<file path="config.mk">
export PLATFORM = sky130hd
export DESIGN_NAME = txd_ring_walker
export DESIGN_NICKNAME = d
export VERILOG_FILES = /design/src/rtl/txd_pkg.sv /design/src/rtl/txd_ring_ptr.sv /design/src/rtl/txd_doorbell.sv /design/src/rtl/txd_ring_walker.sv
export SDC_FILE = /design/constraint.sdc
export NUM_CORES = 1
export LEC_CHECK = 0
export ABC_AREA = 1
export CORE_AREA = 3 3 85 87
export DETAILED_ROUTE_END_ITERATION = 16
export DIE_AREA = 0 0 88 90
export DONT_BUFFER_PORTS = 1
export PLACE_DENSITY = 0.67
export SLEW_MARGIN = 20
export SYNTH_ARGS = -nofsm -noshare
export SYNTH_HDL_FRONTEND = slang
export SYNTH_HIERARCHICAL = 1
export SYNTH_SLANG_ARGS = --single-unit
</file>
<file path="constraint.sdc">
create_clock -name clk -period 2.3 [get_ports clk]
set_clock_uncertainty 0.1 [all_clocks]
set_input_delay 0.115 -clock clk [delete_from_list [all_inputs] [get_ports clk]]
set_output_delay 0.115 -clock clk [all_outputs]
set_load 0.01 [all_outputs]
</file>
<file path="src/rtl/txd_pkg.sv">
package txd_pkg;
  localparam int WORD_W   = 32;
  localparam int LEN_W    = 16;
  localparam int DESC_WDS = 2;
  localparam int F_READY  = 0;
  localparam int F_WRAP   = 1;
  localparam int F_LAST   = 2;

  typedef enum logic [2:0] {
    S_IDLE, S_RD0, S_W0, S_RD1, S_W1, S_REQ, S_WAIT, S_WB
  } walk_st_e;
endpackage

</file>
<file path="src/rtl/txd_ring_ptr.sv">
module txd_ring_ptr #(
  parameter int AW = 8
) (
  input  logic          clk,
  input  logic          rst_n,
  input  logic [AW-1:0] base_i,
  input  logic          load_i,
  input  logic          advance_i,
  input  logic          wrap_i,
  output logic [AW-1:0] cur_o,
  output logic [AW-1:0] word1_o
);
  import txd_pkg::*;
  localparam logic [AW-1:0] STEP = AW'(DESC_WDS);

  logic [AW-1:0] cur_q;
  logic          primed_q;

  always_ff @(posedge clk) begin
    if (!rst_n) begin
      cur_q    <= '0;
      primed_q <= 1'b0;
    end else if (load_i && !primed_q) begin
      cur_q    <= base_i;
      primed_q <= 1'b1;
    end else if (advance_i) begin
      cur_q <= wrap_i ? base_i : cur_q + STEP;
    end
  end

  assign cur_o   = cur_q;
  assign word1_o = cur_q + AW'(1);

  a_r8_wrap_to_base: assert property (@(posedge clk) disable iff (!rst_n)
    (advance_i && wrap_i && primed_q) |=> (cur_o == $past(base_i)));
  a_r8_step_two: assert property (@(posedge clk) disable iff (!rst_n)
    (advance_i && !wrap_i && primed_q) |=> (cur_o == $past(cur_o) + STEP));
endmodule

</file>
<file path="src/rtl/txd_doorbell.sv">
module txd_doorbell (
  input  logic clk,
  input  logic rst_n,
  input  logic kick_i,
  input  logic busy_i,
  input  logic consume_i,
  output logic pending_o
);
  logic pend_q;

  always_ff @(posedge clk) begin
    if (!rst_n)                         pend_q <= 1'b0;
    else if (consume_i)                 pend_q <= 1'b0;
    else if (kick_i && busy_i)          pend_q <= 1'b1;
  end

  assign pending_o = pend_q;

  a_r9_kick_kept: assert property (@(posedge clk) disable iff (!rst_n)
    (kick_i && busy_i && !consume_i) |=> pending_o);
  a_r9_consume_clears: assert property (@(posedge clk) disable iff (!rst_n)
    consume_i |=> !pending_o);
endmodule

</file>
<file path="src/rtl/txd_ring_walker.sv">
module txd_ring_walker #(
  parameter int AW = 8
) (
  input  logic                      clk,
  input  logic                      rst_n,
  input  logic                      kick_i,
  input  logic [31:0]               kick_data_i,
  input  logic [AW-1:0]             ring_base_i,
  output logic                      mem_req_o,
  output logic                      mem_we_o,
  output logic [AW-1:0]             mem_addr_o,
  output logic [31:0]               mem_wdata_o,
  input  logic [31:0]               mem_rdata_i,
  output logic                      dma_valid_o,
  input  logic                      dma_ready_i,
  output logic [31:0]               dma_ptr_o,
  output logic [15:0]               dma_len_o,
  output logic                      dma_last_o,
  input  logic                      dma_done_i,
  output logic                      idle_o
);
  import txd_pkg::*;

  walk_st_e            st_q, st_d;
  logic                second_q, second_d;
  logic [WORD_W-1:0]   w0_q, w1_q;
  logic [AW-1:0]       cur, cur_w1;
  logic                pending, consume, busy, kick_any, rd_ready;
  logic                advance;
  logic                unused_kick_data;

  assign unused_kick_data = ^kick_data_i;
  assign busy     = (st_q != S_IDLE);
  assign kick_any = kick_i | pending;
  assign rd_ready = mem_rdata_i[F_READY];
  assign consume  = (st_q == S_W0) && !rd_ready && second_q && kick_any;
  assign advance  = (st_q == S_WB);

  txd_ring_ptr #(.AW(AW)) u_ptr (
    .clk(clk), .rst_n(rst_n), .base_i(ring_base_i),
    .load_i(st_q == S_IDLE && kick_i), .advance_i(advance),
    .wrap_i(w0_q[F_WRAP]), .cur_o(cur), .word1_o(cur_w1)
  );

  txd_doorbell u_bell (
    .clk(clk), .rst_n(rst_n), .kick_i(kick_i), .busy_i(busy),
    .consume_i(consume), .pending_o(pending)
  );

  always_comb begin
    st_d     = st_q;
    second_d = second_q;
    unique case (st_q)
      S_IDLE: if (kick_i) begin st_d = S_RD0; second_d = 1'b0; end
      S_RD0:  st_d = S_W0;
      S_W0: begin
        if (rd_ready) begin
          st_d = S_RD1; second_d = 1'b0;
        end else if (!second_q) begin
          st_d = S_RD0; second_d = 1'b1;
        end else if (kick_any) begin
          st_d = S_RD0; second_d = 1'b0;
        end else begin
          st_d = S_IDLE; second_d = 1'b0;
        end
      end
      S_RD1:  st_d = S_W1;
      S_W1:   st_d = S_REQ;
      S_REQ:  if (dma_ready_i) st_d = S_WAIT;
      S_WAIT: if (dma_done_i) st_d = S_WB;
      S_WB:   st_d = S_RD0;
      default: st_d = S_IDLE;
    endcase
  end

  always_ff @(posedge clk) begin
    if (!rst_n) begin
      st_q     <= S_IDLE;
      second_q <= 1'b0;
      w0_q     <= '0;
      w1_q     <= '0;
    end else begin
      st_q     <= st_d;
      second_q <= second_d;
      if (st_q == S_W0) w0_q <= mem_rdata_i;
      if (st_q == S_W1) w1_q <= mem_rdata_i;
    end
  end

  always_comb begin
    mem_req_o   = 1'b0;
    mem_we_o    = 1'b0;
    mem_addr_o  = cur;
    mem_wdata_o = w0_q;
    mem_wdata_o[F_READY] = 1'b0;
    case (st_q)
      S_RD0: mem_req_o = 1'b1;
      S_RD1: begin mem_req_o = 1'b1; mem_addr_o = cur_w1; end
      S_WB:  begin mem_req_o = 1'b1; mem_we_o = 1'b1; end
      default: ;
    endcase
  end

  assign dma_valid_o = (st_q == S_REQ);
  assign dma_ptr_o   = w1_q;
  assign dma_len_o   = w0_q[WORD_W-1 -: LEN_W];
  assign dma_last_o  = w0_q[F_LAST];
  assign idle_o      = !busy;

  a_r1_idle_quiet: assert property (@(posedge clk) disable iff (!rst_n)
    idle_o |-> (!mem_req_o && !dma_valid_o));
  a_r4_hold_offer: assert property (@(posedge clk) disable iff (!rst_n)
    (dma_valid_o && !dma_ready_i) |=>
      (dma_valid_o && $stable(dma_ptr_o) && $stable(dma_len_o)));
  a_r5_wb_clears_ready: assert property (@(posedge clk) disable iff (!rst_n)
    (mem_req_o && mem_we_o) |-> !mem_wdata_o[F_READY]);
  a_r6_repoll_same: assert property (@(posedge clk) disable iff (!rst_n)
    (st_q == S_W0 && !rd_ready && !second_q) |=>
      (mem_req_o && !mem_we_o && mem_addr_o == $past(cur)));
  a_r5_wb_after_done: assert property (@(posedge clk) disable iff (!rst_n)
    (mem_req_o && mem_we_o) |-> $past(dma_done_i));
endmodule

</file>
## After elaboration in Yosys (flattened, before gate mapping)

Index checks and enable logic that the tools add are counted.

- Add/sub/neg operators: 2
- Eq/ne operators: 10
- Mux-type cells: 17
- Bitwise logic cells: 2
- Reductions and logical operators: 17

Operator list:

| cell | number |
|---|---|
| 2-to-1 mux 8 bit | 4 |
| one-hot mux 3 bit (8 select lines) | 1 |
| == test 3 bit, second input constant | 4 |
| 2-to-1 mux 3 bit | 3 |
| adder 8 x 1 -> 8 bit, second input constant | 1 |
| adder 8 x 2 -> 8 bit, second input constant | 1 |
| 2-to-1 mux 1 bit | 7 |
| == test 3 x 2 -> 1 bit, second input constant | 2 |
| logical AND 1 bit | 6 |
| inequality test 2 bit, second input constant | 2 |
| nonzero test 2 bit | 2 |
| == test 3 x 1 -> 1 bit, second input constant | 1 |
| logical NOT 1 bit | 3 |
| logical NOT 3 bit | 1 |
| AND reduction 3 bit | 1 |
| nonzero test 3 bit | 1 |
| OR reduction 3 bit | 1 |
| 2-to-1 mux 2 bit | 1 |
| inequality test 2 x 1 -> 1 bit, second input constant | 1 |
| one-hot mux 1 bit (2 select lines) | 1 |
| AND reduction 2 bit | 1 |
| OR reduction 2 bit | 1 |
| NOT 1 bit | 1 |
| OR 1 bit | 1 |

- Flip-flop bits (word level): 78
- Bits of input ports: 77
- Output and inout bits: 93
- Word-level logic and storage cells: 55

## Longest topological paths before layout

- Depth after elaboration: 5
- Depth in mapped cells: 13
- Mapped depth without buffers: 10

## By module

Netlist, hierarchy kept.

Modules (own cells, without submodules):

| module | times used | cells an instance | area each (um^2) | sequential area each (um^2) |
|---|---|---|---|---|
| txd_ring_walker | 1 | 373 | 2791.4 | 1341.3 |
| txd_ring_ptr | 1 | 98 | 685.7 | 180.2 |
| txd_doorbell | 1 | 6 | 43.8 | 20.0 |

## Least setup slack after synthesis

Ideal clock, no wire load.

- Path type: register -> register
- From: register st_q[2]
- To: register u_ptr.cur_q[2], in the netlist u_ptr/cur_o[2]
- Library setup time: 114 ps
- Arrival time: 1524 ps
- Path slack: 562 ps
- Cell stages (with the launch flop): 14
- Path buffers: 3
- Clock period less this slack: 1738 ps
- Cells stage by stage: dfxtp_1 -> buf_4 -> inv_1 -> buf_4 -> nand2_1 -> nor2_1 -> nand2_4 -> nand2_4 -> inv_4 -> buf_6 -> nor2_1 -> nor2_1 -> o21bai_1 -> inv_1

- Longest elaborated chain between the ends: 4
- Elaborated cells on any way between the ends: 6

RTL lines:

| what | line | source |
|---|---|---|
| from (decl) | txd_ring_walker.sv:24 | `walk_st_e st_q, st_d;` |
| from (signal assigned) | txd_ring_walker.sv:83 | `st_q <= st_d;` |
| logical NOT 3 bit | txd_ring_walker.sv:41 | `.load_i(st_q == S_IDLE && kick_i), .advance_i(advance),` |
| logical AND 1 bit | txd_ring_walker.sv:41 |  |
| logical AND 1 bit | txd_ring_ptr.sv:23 | `end else if (load_i && !primed_q) begin` |
| 2-to-1 mux 8 bit or nonzero test 2 bit (tied branches) | - |  |
| to (signal assigned) | txd_ring_ptr.sv:24 | `cur_q <= base_i;` |
| to (signal assigned) | txd_ring_ptr.sv:27 | `cur_q <= wrap_i ? base_i : cur_q + STEP;` |
| to (decl) | txd_ring_ptr.sv:16 | `logic [AW-1:0] cur_q;` |

Several ways; a longest one is shown, not always the timed one.
A chain may end at the register's enable or synchronous reset.

## Final worst setup path

- From: register u_ptr.cur_q[1], in the netlist u_ptr/cur_o[1]
- To: output mem_addr_o[5]

- Longest elaborated chain between the ends: 2

RTL lines:

| what | line | source |
|---|---|---|
| adder 8 x 1 -> 8 bit | txd_ring_ptr.sv:32 | `assign word1_o = cur_q + AW'(1);` |
| via cur_w1[5] | txd_ring_walker.sv:27 | `logic [AW-1:0] cur, cur_w1;` |
| 2-to-1 mux 8 bit | txd_ring_walker.sv:96 | `case (st_q)` |
| to (decl) | txd_ring_walker.sv:11 | `output logic [AW-1:0] mem_addr_o,` |

The timed path passes the listed nets, and every way through them passes these cells.

==> results.py <==
metrics = {
    "grt": {
        "grt_max_degree": 73,
        "grt_pass1_wl_mm": 13.2,
        "grt_pass1_vias": 2825,
        "grt_overflow": 0,
        "track_usage_pct": 20.6,
        "antenna_found_initial": 0,
    },
    "die": {
        "die_w_um": 88,
        "floorplan.initialDensity_pct": 54.8,
        "pin_count": 170,
        "die_h_um": 90,
        "core_area_um2": 6420,
        "fp-row-count": 29,
        "fp.dieArea_um2": 7920,
    },
    "cts": {
        "clock_path_buffers": 2,
        "cts_tree": "yes",
        "root_buffer": "clkbuf_8",
        "cts_sinks": 77,
        "htree_levels": 3,
        "cts_made_buffers": 9,
        "post_cts_resize_count": 0,
        "clock_latency_ps": 340,
        "clk_pin_slew_ps": 80,
    },
    "route": {
        "dr_total_vias": 3002,
        "route.detailed.drc": 0,
        "ant_nets": 0,
        "initialDrtViolationCount": 119,
        "wl_per_cell_um": 14.1,
        "drt_wl_total_mm": 8.15,
        "via_per_inst": 5.19,
        "firstDrtPassIters": 5,
    },
    "final_layout": {
        "fillerInstances": 582,
        "final_core_util_pct": 61.9,
        "diodes": 0,
        "final_common_cell": "nor2_1",
        "area_growth_pct": 12.9,
        "drive_above_1_share_pct": 9.38,
        "num-nets-final": 577,
        "final_cell_mix": "nor2_1, dfxtp_1, o21ai_0",
    },
    "synthesis": {
        "seq_area_frac_synth_pct": 43.8,
        "syn_inst": 477,
        "synth_area_um2": 3520,
        "yosys.cell_types.count": 33,
        "yosysWarnings": 6,
        "synthArstFlopShare_pct": 0,
        "synth_nets": 557,
        "ys_seq_elements": 77,
        "synth_top_flop_cell": "dfxtp_1",
        "synth_edf_count": 0,
        "syn_area_per_cell_um2": 7.38,
    },
    "power_and_ir_drop": {
        "p_leak_nw": 1.67,
        "ir_drop_mv": 0.533,
        "power.density_nw_per_um2": 816,
    },
    "outcome": {
        "outcome": "finished, final reports clean",
    },
    "worst_setup_path": {
        "cp_top_family": "simple AND/OR/NAND/NOR gates",
        "crit_chain": "ha_1, nand3_1, or2_1, a31oi_1, nand3_1, nand2_1",
        "critPathKind": "reg -> out",
        "start_kind": "register",
        "slowest_delay_ps": 490,
        "rrSetupSlack_ps": 300,
        "cp_slowest_cell": "dfxtp_1",
        "cp_num_buf_inv": 0,
        "critPathMaxFanout": 7,
        "cp_common_cell": "nand3_1",
        "cp.arrival_ps": 1830,
        "setup.worst_path.end_class": "primary output",
        "worstPathRequired_ps": 2090,
    },
    "place": {
        "dp_hpwl_mm": 5.14,
        "io_buffers": 0,
        "place_congestion": 0.889,
    },
    "worst_hold_path": {
        "hp-class": "in -> reg",
    },
    "sta": {
        "finalHoldViolCount": 0,
        "fin_setup_tns_ps": 0,
        "fin_crit_sh_pct": 88.9,
        "fmax_mhz": 489,
        "fin_crit_ps": 2040,
        "rsz0062_at_grt": "false",
        "finalSetupViolCount": 0,
        "slew_violations": 0,
    },
    "job": {
        "drv_cap": 0,
    },
}
-- registers in the layout (all words and copies together), names as in the netlist --
signal and flops:
st_q 3, u_ptr/primed_q 1, u_bell/pending_o 1, u_ptr/cur_o 8, dma_ptr_o 32, w0_q 31, second_q 1
-- cell families after synthesis --
group                      after synthesis  synth area share (%)
and+or+nand+nor                        234                  28.4
AOI/OAI and AO/OA                       85                  12.7
DFF                                     77                  43.8
buffers and inverters                   71                  12.5
xor gates and xnor gates                 6                  1.49
adders and majority gates                3                  1.07
other                                    1                 0.107
-- what timing repair did --
item | 4_1_cts | 5_1_grt
buffers inserted | 0 | 0
hold buffers | 46 | 0
hold endpoints to repair | 77 | 0
-- path summary, 6_finish.rpt --
path                            cells after the start            from            end
worst min-delay path                                3           rst_n       second_q
worst min register to register                      2        second_q       second_q
worst max register to register                      6         st_q[0]  dma_ptr_o[18]
worst max-delay path                                6  u_ptr/cur_o[1]  mem_addr_o[5]
-- layout make-up --
class / count / area, µm² / area share, %
inverter: 28 / 114 / 2.86
clock inverter: 6 / 38.8 / 0.976
sequential: 77 / 1540 / 38.8
multi-input combinational: 329 / 1540 / 38.7
timing repair buffer: 52 / 523 / 13.2
tap: 77 / 96.3 / 2.42
clock buffer: 9 / 124 / 3.12
-- where the power goes --
part	switching (mW)	internal, mW
sequential	0.227	1.48
clock	0.492	0.384
combinational	0.403	0.252
total	1.12	2.12
-- worst reg2reg max path, delay by kind of cell, from the launching register on --
kind / cells / cell delay [ps]
compound gates: 1 / 150
flops: 1 / 550
buf+inv: 2 / 910
simple gates: 3 / 230
-- per-layer routing --
layer / vias up / share of wire (%) / track usage [%]
met5: - / 0 / 0
met4: 0 / 1.8 / 7.80
met3: 17 / 7.9 / 6.03
met2: 104 / 48 / 35.0
met1: 1346 / 42 / 24.0
li1: 1535 / - / -
-- through the flow --
step	area (µm²)	hold slack (ps)	total power [mW]	worst slack (ps)	cells
detailed placement	3330	158	2.31	625	517
finish	3980	42.8	3.24	256	578
floorplan	3520	143	2.29	562	477
CTS	3980	33.7	3.27	261	578
global placement	3330	147	2.29	660	517
global route	3980	51.5	3.45	143	578
-- cells in the mapped netlist (4+ instances only) --
cell type  count  area, µm²
buf_4         23        173
inv_1         21       78.8
clkbuf_1       6       22.5
xor2_1         4       35.0
a21oi_1        8       40.0
o21ai_1       17       85.1
nand3_1       21        105
o21ai_0       53        265
nor2_1       151        567
nand2_1       43        161
dfxtp_1       77       1540
buf_6         10        113
nand2_2        5       31.3
No activity file was read; power rests on OpenSTA's default activity.
